File: src/rtl/nand_ecc_pkg.sv
package nand_ecc_pkg;
  localparam int unsigned HALF_AW    = 8;
  localparam int unsigned STEP_AW    = HALF_AW + 1;
  localparam int unsigned LP_W       = 2 * HALF_AW;
  localparam int unsigned CP_W       = 6;
  localparam int unsigned NUM_HALVES = 2;
  localparam int unsigned NUM_WORDS  = 3;
  localparam int unsigned PTR_W      = 2;
  localparam int unsigned WORD_W     = 16;

  localparam logic [7:0] MODE_CLR  = 8'hF4;
  localparam logic [7:0] MODE_ACC  = 8'hB4;
  localparam logic [7:0] MODE_RES  = 8'hD4;
  localparam logic [7:0] MODE_DATA = 8'h94;

  typedef enum logic [1:0] {
    ST_IDLE = 2'd0,
    ST_ACC  = 2'd1,
    ST_RES  = 2'd2
  } eng_st_e;

  typedef struct packed {
    logic [LP_W-1:0] lp;
    logic [CP_W-1:0] cp;
  } half_ecc_t;
endpackage

File: src/rtl/ecc_mode_ctrl.sv
module ecc_mode_ctrl
  import nand_ecc_pkg::*;
(
  input  logic               clk_i,
  input  logic               rst_ni,
  input  logic               mode_we_i,
  input  logic [7:0]         mode_i,
  input  logic               byte_vld_i,
  input  logic               word_rd_i,
  output logic               clr_o,
  output logic               fold_o,
  output logic               half_o,
  output logic [HALF_AW-1:0] addr_o,
  output logic [PTR_W-1:0]   ptr_o,
  output logic               res_mode_o,
  output logic               acc_mode_o,
  output logic               dummy_pend_o
);
  localparam logic [PTR_W-1:0] LAST_WORD = PTR_W'(NUM_WORDS - 1);

  eng_st_e            st_q;
  logic               dummy_q;
  logic [STEP_AW-1:0] cnt_q;
  logic [PTR_W-1:0]   ptr_q;
  logic               is_clr;

  always_comb begin
    is_clr = mode_we_i && (mode_i == MODE_CLR);
    clr_o  = is_clr;
    fold_o = byte_vld_i && (st_q == ST_ACC) && !dummy_q && !is_clr;
    half_o = cnt_q[STEP_AW-1];
    addr_o = cnt_q[HALF_AW-1:0];
    ptr_o  = ptr_q;
    res_mode_o   = (st_q == ST_RES);
    acc_mode_o   = (st_q == ST_ACC);
    dummy_pend_o = dummy_q;
  end

  always_ff @(posedge clk_i or negedge rst_ni) begin
    if (!rst_ni) begin
      st_q    <= ST_IDLE;
      dummy_q <= 1'b0;
      cnt_q   <= '0;
      ptr_q   <= '0;
    end else if (is_clr) begin
      st_q    <= ST_IDLE;
      dummy_q <= 1'b1;
      cnt_q   <= '0;
      ptr_q   <= '0;
    end else begin
      if (byte_vld_i && dummy_q) dummy_q <= 1'b0;
      if (fold_o) cnt_q <= cnt_q + 1'b1;
      if (mode_we_i) begin
        ptr_q <= '0;
        unique case (mode_i)
          MODE_ACC: st_q <= ST_ACC;
          MODE_RES: st_q <= ST_RES;
          default:  st_q <= ST_IDLE;
        endcase
      end else if (word_rd_i && st_q == ST_RES) begin
        ptr_q <= (ptr_q == LAST_WORD) ? '0 : ptr_q + 1'b1;
      end
    end
  end
endmodule

File: src/rtl/ecc_half_acc.sv
module ecc_half_acc
  import nand_ecc_pkg::*;
#(
  parameter int unsigned AW = HALF_AW
) (
  input  logic          clk_i,
  input  logic          rst_ni,
  input  logic          clr_i,
  input  logic          fold_i,
  input  logic [AW-1:0] addr_i,
  input  logic [7:0]    byte_i,
  output half_ecc_t     ecc_o
);
  localparam int unsigned LW = 2 * AW;
  localparam int unsigned NG = CP_W / 2;

  logic [LW-1:0]   lp_q, lp_d;
  logic [CP_W-1:0] cp_q, cp_d;
  logic            bpar;

  always_comb begin
    bpar = ^byte_i;
    for (int k = 0; k < AW; k++) begin
      lp_d[2*k]   = lp_q[2*k]   ^ (bpar & ~addr_i[k]);
      lp_d[2*k+1] = lp_q[2*k+1] ^ (bpar &  addr_i[k]);
    end
    for (int g = 0; g < NG; g++) begin
      logic ev, od;
      ev = 1'b0;
      od = 1'b0;
      for (int j = 0; j < 8; j++) begin
        if (((j >> g) & 1) != 0) od = od ^ byte_i[j];
        else                     ev = ev ^ byte_i[j];
      end
      cp_d[2*g]   = cp_q[2*g]   ^ ev;
      cp_d[2*g+1] = cp_q[2*g+1] ^ od;
    end
  end

  always_ff @(posedge clk_i or negedge rst_ni) begin
    if (!rst_ni) begin
      lp_q <= '0;
      cp_q <= '0;
    end else if (clr_i) begin
      lp_q <= '0;
      cp_q <= '0;
    end else if (fold_i) begin
      lp_q <= lp_d;
      cp_q <= cp_d;
    end
  end

  // stored inverted: erased page reads as all ones
  assign ecc_o.lp = ~lp_q;
  assign ecc_o.cp = ~cp_q;
endmodule

File: src/rtl/ecc_result_pack.sv
module ecc_result_pack
  import nand_ecc_pkg::*;
(
  input  half_ecc_t         lo_i,
  input  half_ecc_t         hi_i,
  input  logic [PTR_W-1:0]  ptr_i,
  output logic [WORD_W-1:0] word_o
);
  localparam int unsigned LPB = LP_W / 2;

  logic [WORD_W-1:0] words [NUM_WORDS];

  always_comb begin
    words[0] = {lo_i.lp[LP_W-1:LPB], lo_i.lp[LPB-1:0]};
    words[1] = {hi_i.lp[LPB-1:0], lo_i.cp, 2'b11};
    words[2] = {hi_i.cp, 2'b11, hi_i.lp[LP_W-1:LPB]};
    word_o   = words[0];
    for (int w = 0; w < NUM_WORDS; w++)
      if (ptr_i == PTR_W'(w)) word_o = words[w];
  end
endmodule

File: src/rtl/nand_ecc_engine.sv
module nand_ecc_engine
  import nand_ecc_pkg::*;
(
  input  logic              clk_i,
  input  logic              rst_ni,
  input  logic              mode_we_i,
  input  logic [7:0]        mode_i,
  input  logic              byte_vld_i,
  input  logic [7:0]        byte_i,
  input  logic              word_rd_i,
  output logic              ecc_sel_o,
  output logic [WORD_W-1:0] ecc_word_o
);
  logic               clr, fold, half;
  logic [HALF_AW-1:0] addr;
  logic [PTR_W-1:0]   rd_ptr;
  logic               acc_mode, dummy_pend;
  logic [NUM_HALVES-1:0] fold_h;
  half_ecc_t          half_ecc [NUM_HALVES];

  ecc_mode_ctrl i_ctrl (
    .clk_i, .rst_ni, .mode_we_i, .mode_i, .byte_vld_i, .word_rd_i,
    .clr_o(clr), .fold_o(fold), .half_o(half), .addr_o(addr),
    .ptr_o(rd_ptr), .res_mode_o(ecc_sel_o), .acc_mode_o(acc_mode),
    .dummy_pend_o(dummy_pend)
  );

  for (genvar h = 0; h < NUM_HALVES; h++) begin : g_half
    assign fold_h[h] = fold && (int'(half) == h);
    ecc_half_acc #(.AW(HALF_AW)) i_acc (
      .clk_i, .rst_ni, .clr_i(clr), .fold_i(fold_h[h]),
      .addr_i(addr), .byte_i, .ecc_o(half_ecc[h])
    );
  end

  ecc_result_pack i_pack (
    .lo_i(half_ecc[0]), .hi_i(half_ecc[1]), .ptr_i(rd_ptr), .word_o(ecc_word_o)
  );
endmodule

File: config.mk
export PLATFORM = sky130hd
export DESIGN_NAME = nand_ecc_engine
export DESIGN_NICKNAME = d
export VERILOG_FILES = /design/src/rtl/nand_ecc_pkg.sv /design/src/rtl/ecc_mode_ctrl.sv /design/src/rtl/ecc_half_acc.sv /design/src/rtl/ecc_result_pack.sv /design/src/rtl/nand_ecc_engine.sv
export SDC_FILE = /design/constraint.sdc
export NUM_CORES = 1
export LEC_CHECK = 0
export ABC_AREA = 0
export ABC_CLOCK_PERIOD_IN_PS = 4600
export BUFFER_PORTS_ARGS = -buffer_cell sky130_fd_sc_hd__buf_2
export CAP_MARGIN = 20
export CORE_MARGIN = 2
export CORE_UTILIZATION = 35
export DETAILED_ROUTE_END_ITERATION = 10
export GPL_ROUTABILITY_DRIVEN = 0
export PLACE_DENSITY = 0.49
export SYNTH_ARGS = -nofsm -noshare
export SYNTH_HDL_FRONTEND = slang
export SYNTH_SLANG_ARGS = --single-unit
File: constraint.sdc
create_clock -name clk_i -period 4.6 [get_ports clk_i]
set_input_delay 0.46 -clock clk_i [delete_from_list [all_inputs] [get_ports clk_i]]
set_output_delay 0.46 -clock clk_i [all_outputs]
set_load 0.02 [all_outputs]
Yosys cells after proc, flatten, opt, wreduce, memory -nomap -nowiden. Index checks and enable logic that the tools add are counted.

Register bits: 58. Input bits: 21. Output and inout bits: 17. Logic and storage cells: 145.

Add/sub/neg operators: 2. Eq/ne operators: 7. Multiplexer cells: 21. Bitwise gates (word level): 90. Reductions and logical operators: 17.

Operators by type and width (count): 16-bit two-way mux (6); 1-bit XOR (61); 16-bit inverter (2); 8-bit == test, second input constant (3); 6-bit two-way mux (4); 9-bit two-way mux (2); 1-bit bitwise AND (16); 2-bit two-way mux (6); 6-bit inverter (2); 2-bit nonzero test (5); 9-bit by 1-bit adder with 9-bit output, second input constant (1); 1-bit inverter (9); 1-bit logical AND (8); 8-bit parity (1); 2-bit by 1-bit == test with 1-bit output, second input constant (2); 2-bit == test, second input constant (2); 2-bit case mux with 2 select lines (1); 3-bit nonzero test (1); 2-bit by 1-bit adder with 2-bit output, second input constant (1); 1-bit logical NOT (2); 1-bit two-way mux (2).

Depth between registers and ports, before layout. Gate-level depths: netlist (run 1).

Word-level depth: 7. Depth in mapped cells: 7. Gate-level depth less buffers: 5.

By module. A second synthesis (run 1) with hierarchy kept.

Cells, all modules: 426. Area, all modules: 3868.7 µm².

By module, submodules not included: ecc_half_acc at g_half[0].i_acc (instances 1, cells each 148, area each 1322.5 µm²); ecc_half_acc at g_half[1].i_acc (instances 1, cells each 148, area each 1286.2 µm²); ecc_mode_ctrl (instances 1, cells each 75, area each 730.7 µm²); ecc_result_pack (instances 1, cells each 53, area each 513.0 µm²); nand_ecc_engine (instances 1, cells each 2, area each 16.3 µm²).

Least setup slack after synthesis (run 1). No wires, ideal clock.

Path kind: register -> output. From: reg i_ctrl.ptr_q[0], in the netlist i_ctrl.ptr_o[0]. To: out ecc_word_o[10]. Arrival: 1.735 ns. Slack: 2.405 ns. Stages on the path, launching flop included: 5. Buffers on the path: 2. Path through: dfrtp_1 clkbuf_1 clkbuf_1 mux2_2 o21ai_0.

Word-level cells in the longest chain between the ends: 3. Elaborated cells on any way between the ends: 4. Those cells by class: eq/ne (2); mux (2).

RTL lines: start, declared (line ecc_mode_ctrl.sv:24) `logic [PTR_W-1:0] ptr_q;`; start signal, assigned (line ecc_mode_ctrl.sv:61) `ptr_q <= (ptr_q == LAST_WORD) ? '0 : ptr_q + 1'b1;`; 2-bit by 1-bit == test with 1-bit output (line ecc_result_pack.sv:19) `if (ptr_i == PTR_W'(w)) word_o = words[w];`; 16-bit two-way mux (line ecc_result_pack.sv:19); 16-bit two-way mux (*) (line ecc_result_pack.sv:19); end, declared (line nand_ecc_engine.sv:12) `output logic [WORD_W-1:0] ecc_word_o`.

Mark *: on every way between the ends. The rest lies on a longest branch, timed or not.

Worst setup path in the final report (run 1).
From: reg i_ctrl.st_q[1]. To: reg g_half[1].i_acc.lp_q[4].

Word-level cells in the longest chain between the ends: 6.

RTL lines: start, declared (line ecc_mode_ctrl.sv:21) `eng_st_e st_q;`; start signal, assigned (line ecc_mode_ctrl.sv:41) `st_q <= ST_IDLE;`; start signal, assigned (line ecc_mode_ctrl.sv:46) `st_q <= ST_IDLE;`; start signal, assigned (line ecc_mode_ctrl.sv:56) `MODE_ACC: st_q <= ST_ACC;`; 2-bit by 1-bit == test with 1-bit output (line ecc_mode_ctrl.sv:30) `fold_o = byte_vld_i && (st_q == ST_ACC) && !dummy_q && !is_clr;`; 1-bit logical AND (3 in a row) (line ecc_mode_ctrl.sv:30); 1-bit logical AND (line nand_ecc_engine.sv:29) `assign fold_h[h] = fold && (int'(half) == h);`; 2-bit nonzero test (no source line); end signal, assigned (line ecc_half_acc.sv:48) `lp_q <= lp_d;`; end, declared (line ecc_half_acc.sv:17) `logic [LW-1:0] lp_q, lp_d;`.

Every way passes these cells. A chain may end at the register's enable or synchronous reset.

==> impl_metrics.env, run 1 <==
export IMPL_outcome="completed"
export IMPL_yosys_area_top_type="dfrtp_1"
export IMPL_synth_seq_cells=58
export IMPL_grt_pass1_vias=2658
export IMPL_diodes=0
export IMPL_grt_busiest_layer="met2"
export IMPL_met2_usage_pct=26.8
export IMPL_yosysWarnings=0
export IMPL_cts_tree="done"
export IMPL_p_total_mw=1.17
export IMPL_via_count=2793
export IMPL_power_per_cell_area_nw_per_um2=304
export IMPL_swShare_pct=28.3
export IMPL_initial_core_util_pct=36.3
export IMPL_syn_avg_cell_area_um2=8.98
export IMPL_setup_slack_ps=1810
export IMPL_viasPerCell=5.33
export IMPL_core_area_um2=9280
export IMPL_cts_hold_buf=0
export IMPL_ant_nets=0
export IMPL_grt_max_degree=64
export IMPL_clkLatencyLatePin_ps=340
export IMPL_setup_viol=0
export IMPL_syn_inst=375
export IMPL_max_slew_margin_pct=31.4
export IMPL_irDropWorstVdd_uv=202
export IMPL_die_y_um=102
export IMPL_ios=38
export IMPL_portBuffers=37
export IMPL_cap_viol_max_count=0
export IMPL_synth_common_cells="dfrtp_1, a21oi_1, o21ai_0, nand2_1, clkbuf_1"
export IMPL_setup_tns_ps=0
export IMPL_worstPathArrival_ps=3040
export IMPL_synth_area_um2=3370
export IMPL_cts_buffers=9
export IMPL_cts_sinks=58
export IMPL_antenna_found_initial=0
export IMPL_critPathRequiredTime_ps=4850
export IMPL_final_cells=524
export IMPL_switchingPower_mw=0.330
export IMPL_syn_nets=397
export IMPL_multi_input_area_um2=1780
export IMPL_ys_top_cells_by_area="dfrtp_1, a21oi_1, xnor2_1"
export IMPL_ys_flop_type="dfrtp_1"
export IMPL_cts_resized=0
export IMPL_nets=414
export IMPL_timing_final_crit_period_ps=2790
export IMPL_async_flop_share_pct=100
export IMPL_skew_ps=8.90
export IMPL_use_met1_pct=24.7
export IMPL_post_synth_top_count_cell="dfrtp_1"
export IMPL_drc_errors=0
export IMPL_rrSetupSlack_ps=1810
export IMPL_root_buffer="clkbuf_8"
export IMPL_synth_seq_area_share_pct=43.1
export IMPL_use_met3_pct=2.94
export IMPL_dp_cells=509
export IMPL_netlist_area_leader_share_pct=43.1
export IMPL_ff_latch_area_um2=1450
export IMPL_leakagePower_nw=1.51
export IMPL_slew_viol_final=0
export IMPL_grt_usage_pct=17.5
export IMPL_postCtsSetupBuffers=0
export IMPL_grt_ovfl_total=0
export IMPL_max_freq_ghz=0.359
export IMPL_pre_cts_ws_ps=1730
export IMPL_grt_pass1_wl_um=13900
export IMPL_hpwlAfterDp_um=5150
export IMPL_row_count=35
export IMPL_dieArea_um2=10400
export IMPL_nFillCells=984
export IMPL_crit_fanout=20
export IMPL_synth_distinct_cells=32
export IMPL_path_class="register to register"
export IMPL_grt_setup_unrepaired="no"
export IMPL_layout_drive_gt1_share_pct=18.5
export IMPL_hold_violations=0
export IMPL_clkTransAtPathRegs_ps=70
export IMPL_area_growth_pct=14.1
export IMPL_clock_power_share_pct=40.8
export IMPL_synth_edf_count=0
export IMPL_wl_per_cell_um=16.2
export IMPL_die_w_um=102
export IMPL_drtIter0Drc=103
export IMPL_p_int_mw=0.837
export IMPL_clockBufferDepth=2
export IMPL_pwr_share_seq_pct=45.5
export IMPL_hp_class="input pin to asynchronous set/reset pin"
export IMPL_htree_levels=3
export IMPL_dr_pass1_iters=4
export IMPL_worst_pin_slew_ps=1010
export IMPL_drt_wl_total_um=8490
export IMPL_fin_crit_sh_pct=60.6
export IMPL_startpoint_type="register"
export IMPL_crit_path_end_kind="register"
export IMPL_combPwrFrac_pct=13.7
## metrics by stage
stage,instance area [um2],hold slack [ps],util (%)
after floorplan,3370,164,-
after global placement,3620,527,39.0
after detailed placement,3620,538,39.0
after CTS,3810,311,41.1
after global routing,3840,349,41.4
final,3840,288,41.4
## worst paths after layout
check	from	endpoint	depth (start not counted)
worst min-delay path	rst_ni	i_ctrl.st_q[1]$_DFFE_PN0P_	2
min in group clk_i	byte_vld_i	i_ctrl.dummy_pend_o$_DFFE_PN0P_	2
max in group asynchronous	rst_ni	g_half[0].i_acc.lp_q[12]$_DFFE_PN0P_	2
worst max-delay path	i_ctrl.st_q[1]$_DFFE_PN0P_	g_half[1].i_acc.lp_q[4]$_DFFE_PN0P_	4
worst max register to register	i_ctrl.st_q[1]$_DFFE_PN0P_	g_half[1].i_acc.lp_q[4]$_DFFE_PN0P_	4
worst min register to register	g_half[1].i_acc.cp_q[0]$_DFFE_PN0P_	g_half[1].i_acc.cp_q[0]$_DFFE_PN0P_	2
## logic make-up (layout without fill, tap and decap cells)
| kind of cell | after synthesis | after routing | share of synthesized area, % |
|---|---|---|---|
| compound gates | 100 | 100 | 16.4 |
| fa+ha+maj | 1 | 1 | 0.371 |
| simple gates | 120 | 120 | 19.4 |
| flops | 58 | 58 | 43.1 |
| xor+xnor | 29 | 29 | 7.54 |
| mux | 28 | 28 | 8.84 |
| buf+inv | 39 | 59 | 4.38 |
## worst max-delay path, cell delays in order (launching register included)
cell and delay [ps]:
dfrtp_1 420, nor4bb_2 900, nand2_1 630, or4_1 580
a21oi_1 160
## area by class of cell
type                       instances  share of cell area (%)
tap                              129                    4.20
timing repair buffer              42                    6.32
sequential                        58                    37.8
multi-input combinational        278                    46.4
inverter                           3                   0.293
clock buffer                      11                    3.94
clock inverter                     3                    1.04
## cell usage in the layout (no fill, tap or decap), types with 5 or more instances in the layout
| master | instances |
|---|---|
| a21oi_1 | 42 |
| buf_2 | 37 |
| clkbuf_8 | 11 |
| dfrtp_1 | 58 |
| mux2_2 | 14 |
| mux2i_1 | 14 |
| nand2_1 | 36 |
| nand4_1 | 5 |
| nor2_1 | 19 |
| nor3_1 | 5 |
| nor3b_1 | 5 |
| o21ai_0 | 37 |
| o31ai_1 | 16 |
| or3_1 | 22 |
| or4_1 | 16 |
| xnor2_1 | 23 |
| xor2_1 | 5 |
## power by group through the flow
stage          Combinational [mW]  Sequential (mW)  Clock [mW]
2_1_floorplan               0.105            0.536           0
3_3_place_gp                0.160            0.541           0
3_5_place_dp                0.163            0.541           0
4_1_cts                     0.163            0.532       0.486
5_1_grt                     0.179            0.533       0.510
6_report                    0.160            0.532       0.476
## flip-flops by register name, summed over array words and instances, names as in the netlist
signal	count
g_half.i_acc.lp_q	32
g_half.i_acc.cp_q	12
i_ctrl.cnt_q	9
i_ctrl.ptr_o	2
i_ctrl.st_q	2
i_ctrl.dummy_pend_o	1
## routing by layer
layer  part of all wire [%]  vias up
met5                      0        -
met4                    2.3        0
met3                    3.0       18
met2                     44       46
met1                     50     1346
li1                       -     1383
No activity file was read; power rests on OpenSTA's default activity.
==> run 2, diff against run 1 <==
ABC_CLOCK_PERIOD_IN_PS = 2300   (was 4600)
PLACE_DENSITY = 0.51   (was 0.49)
clock period = 2.3 ns   (was 4.6 ns; I/O delays follow)
==> run 2 against run 1 <==
- first-iteration DRC count is 17% lower
- clock skew is 2.3 ps higher
- combinational power is 120% higher
- cell area is 4.3% higher
- critical path depth is 1 higher
- critical path type unchanged
- largest power group is now clock
- highest routed layer unchanged
==> impl_metrics.env, run 2 (synthesis gave the netlist of run 1 again) <==
export IMPL_outcome="completed"
export IMPL_cts_buffers=9
export IMPL_via_count=2829
export IMPL_cts_sinks=58
export IMPL_dr_pass1_iters=4
export IMPL_skew_ps=11.2
export IMPL_cts_tree="done"
export IMPL_drt_wl_total_um=8480
export IMPL_root_buffer="clkbuf_8"
export IMPL_portBuffers=37
export IMPL_final_common_cell="dfrtp_1"
export IMPL_max_freq_ghz=0.478
export IMPL_largestRegisters="g_half.i_acc.lp_q x32, g_half.i_acc.cp_q x12, i_ctrl.cnt_q x9"
export IMPL_multi_input_area_um2=1780
export IMPL_r2r_start="i_ctrl.st_q[1]$_DFFE_PN0P_"
export IMPL_wl_per_cell_um=15.8
export IMPL_die_y_um=102
export IMPL_ff2ff_path_depth=5
export IMPL_clkTransAtPathRegs_ps=70
export IMPL_drc_errors=0
export IMPL_crit_path_end_kind="register"
export IMPL_worst_pin_slew_ps=658
export IMPL_hp_class="input pin to register"
export IMPL_setup_viol=0
export IMPL_dpl_cell_area_um2=3740
export IMPL_slew_viol_final=0
export IMPL_worstPathArrival_ps=2350
export IMPL_diodes=0
export IMPL_grt_max_degree=54
export IMPL_hold_violations=0
export IMPL_grt_setup_unrepaired="no"
export IMPL_regMostFlops="g_half.i_acc.lp_q"
export IMPL_endpoint="g_half[1].i_acc.lp_q[12]$_DFFE_PN0P_"
export IMPL_hpwlAfterDp_um=5510
export IMPL_grt_usage_pct=17.6
export IMPL_grt_ovfl_total=0
export IMPL_max_slew_margin_pct=56.2
export IMPL_timing_final_crit_period_ps=2090
export IMPL_die_w_um=102
export IMPL_fin_crit_sh_pct=91.0
export IMPL_leakagePower_nw=1.60
export IMPL_core_area_um2=9280
export IMPL_startpoint_type="register"
export IMPL_largest_reg_flops=32
export IMPL_design_area_um2=4010
export IMPL_rrSetupSlack_ps=210
export IMPL_row_count=35
export IMPL_initial_core_util_pct=36.3
export IMPL_grt_pass1_wl_um=14100
export IMPL_reg2reg_to="g_half[1].i_acc.lp_q[12]$_DFFE_PN0P_"
export IMPL_layout_drive_gt1_share_pct=20.8
export IMPL_ios=38
export IMPL_critPathRequiredTime_ps=2560
export IMPL_viasPerCell=5.26
export IMPL_power_per_cell_area_nw_per_um2=649
export IMPL_grt_pass1_vias=2809
export IMPL_path_class="register to register"
export IMPL_crit_fanout=20
export IMPL_setup_tns_ps=0
export IMPL_cts_resized=0
export IMPL_ff_latch_area_um2=1450
export IMPL_layout_common_cells="dfrtp_1, a21oi_1, o21ai_0, buf_2, nand2_1"
export IMPL_drtIter0Drc=85
export IMPL_htree_levels=3
export IMPL_dieArea_um2=10400
export IMPL_nets=426
export IMPL_ant_nets=0
export IMPL_clockBufferDepth=2
export IMPL_area_growth_pct=18.9
export IMPL_crit_start="i_ctrl.st_q[1]$_DFFE_PN0P_"
export IMPL_irDropWorstVdd_uv=294
export IMPL_nFillCells=959
export IMPL_antenna_found_initial=0
export IMPL_cap_viol_max_count=0
export IMPL_clkLatencyLatePin_ps=340
-- run 2: cell types whose count changed in the layout (fill, tap and decap cells not counted) --
cell / before / now
buf_12: 0 / 3
buf_16: 1 / 0
buf_4: 4 / 13
bufinv_16: 1 / 3
dlygate4sd3_1: 0 / 1
nor4bb_1: 0 / 1
nor4bb_2: 1 / 0
-- run 2: worst min-delay path by stage --
stage / depth (start not counted) / slack, ps / startpoint / to
final: 2 / 130 / byte_vld_i / i_ctrl.dummy_pend_o$_DFFE_PN0P_
after detailed placement: 1 / 310 / rst_ni / g_half[0].i_acc.lp_q[2]$_DFFE_PN0P_
after CTS: 2 / 110 / byte_vld_i / i_ctrl.dummy_pend_o$_DFFE_PN0P_
after floorplan: 0 / -70 / rst_ni / g_half[0].i_acc.cp_q[0]$_DFFE_PN0P_
after global routing: 2 / 130 / byte_vld_i / i_ctrl.dummy_pend_o$_DFFE_PN0P_
after global placement: 1 / 300 / rst_ni / g_half[0].i_acc.lp_q[2]$_DFFE_PN0P_
-- run 2: layer usage --
layer	GRT usage [%]	vias up	share of wire [%]
li1	-	1412	-
met1	23.4	1351	49
met2	28.3	60	45
met4	5.74	0	1.1
met5	0	-	0
met3	4.51	6	4.6
-- run 2: timing repair --
item / in CTS / in global routing
endpoints found under the hold margin: 25 / 0
setup buffers: 0 / 0
hold buffers: 1 / 0
-- run 2: critical path: stages, from the launching register on --
cell	delay, ps
dfrtp_1	400
nor4bb_1	320
buf_4	240
nand2_1	360
or4_1	540
a21oi_1	150
-- run 2: stage by stage --
stage	cells	total power [mW]	utilization, %	hold slack [ps]	setup slack (ps)
after floorplan	375	1.28	-	-65.6	312
after global placement	521	1.42	40.3	302	271
after detailed placement	521	1.43	40.3	306	248
after CTS	538	2.63	43.2	110	222
after global routing	538	2.70	43.2	133	15.0
final	538	2.60	43.2	129	207
-- run 2: where the power goes --
part / switching, mW / internal, mW / total [mW]
clock network: 0.416 / 0.775 / 1.19
logic: 0.236 / 0.114 / 0.350
registers: 0.0172 / 1.04 / 1.06
-- run 2: final cells by class --
type | instances | share of cell area (%)
clock buffers | 11 | 3.78
inverters | 3 | 0.281
clock inverters | 5 | 2.50
flip-flops and latches | 58 | 36.2
well taps | 129 | 4.03
repair buffers | 54 | 8.81
multi-input cells | 278 | 44.4
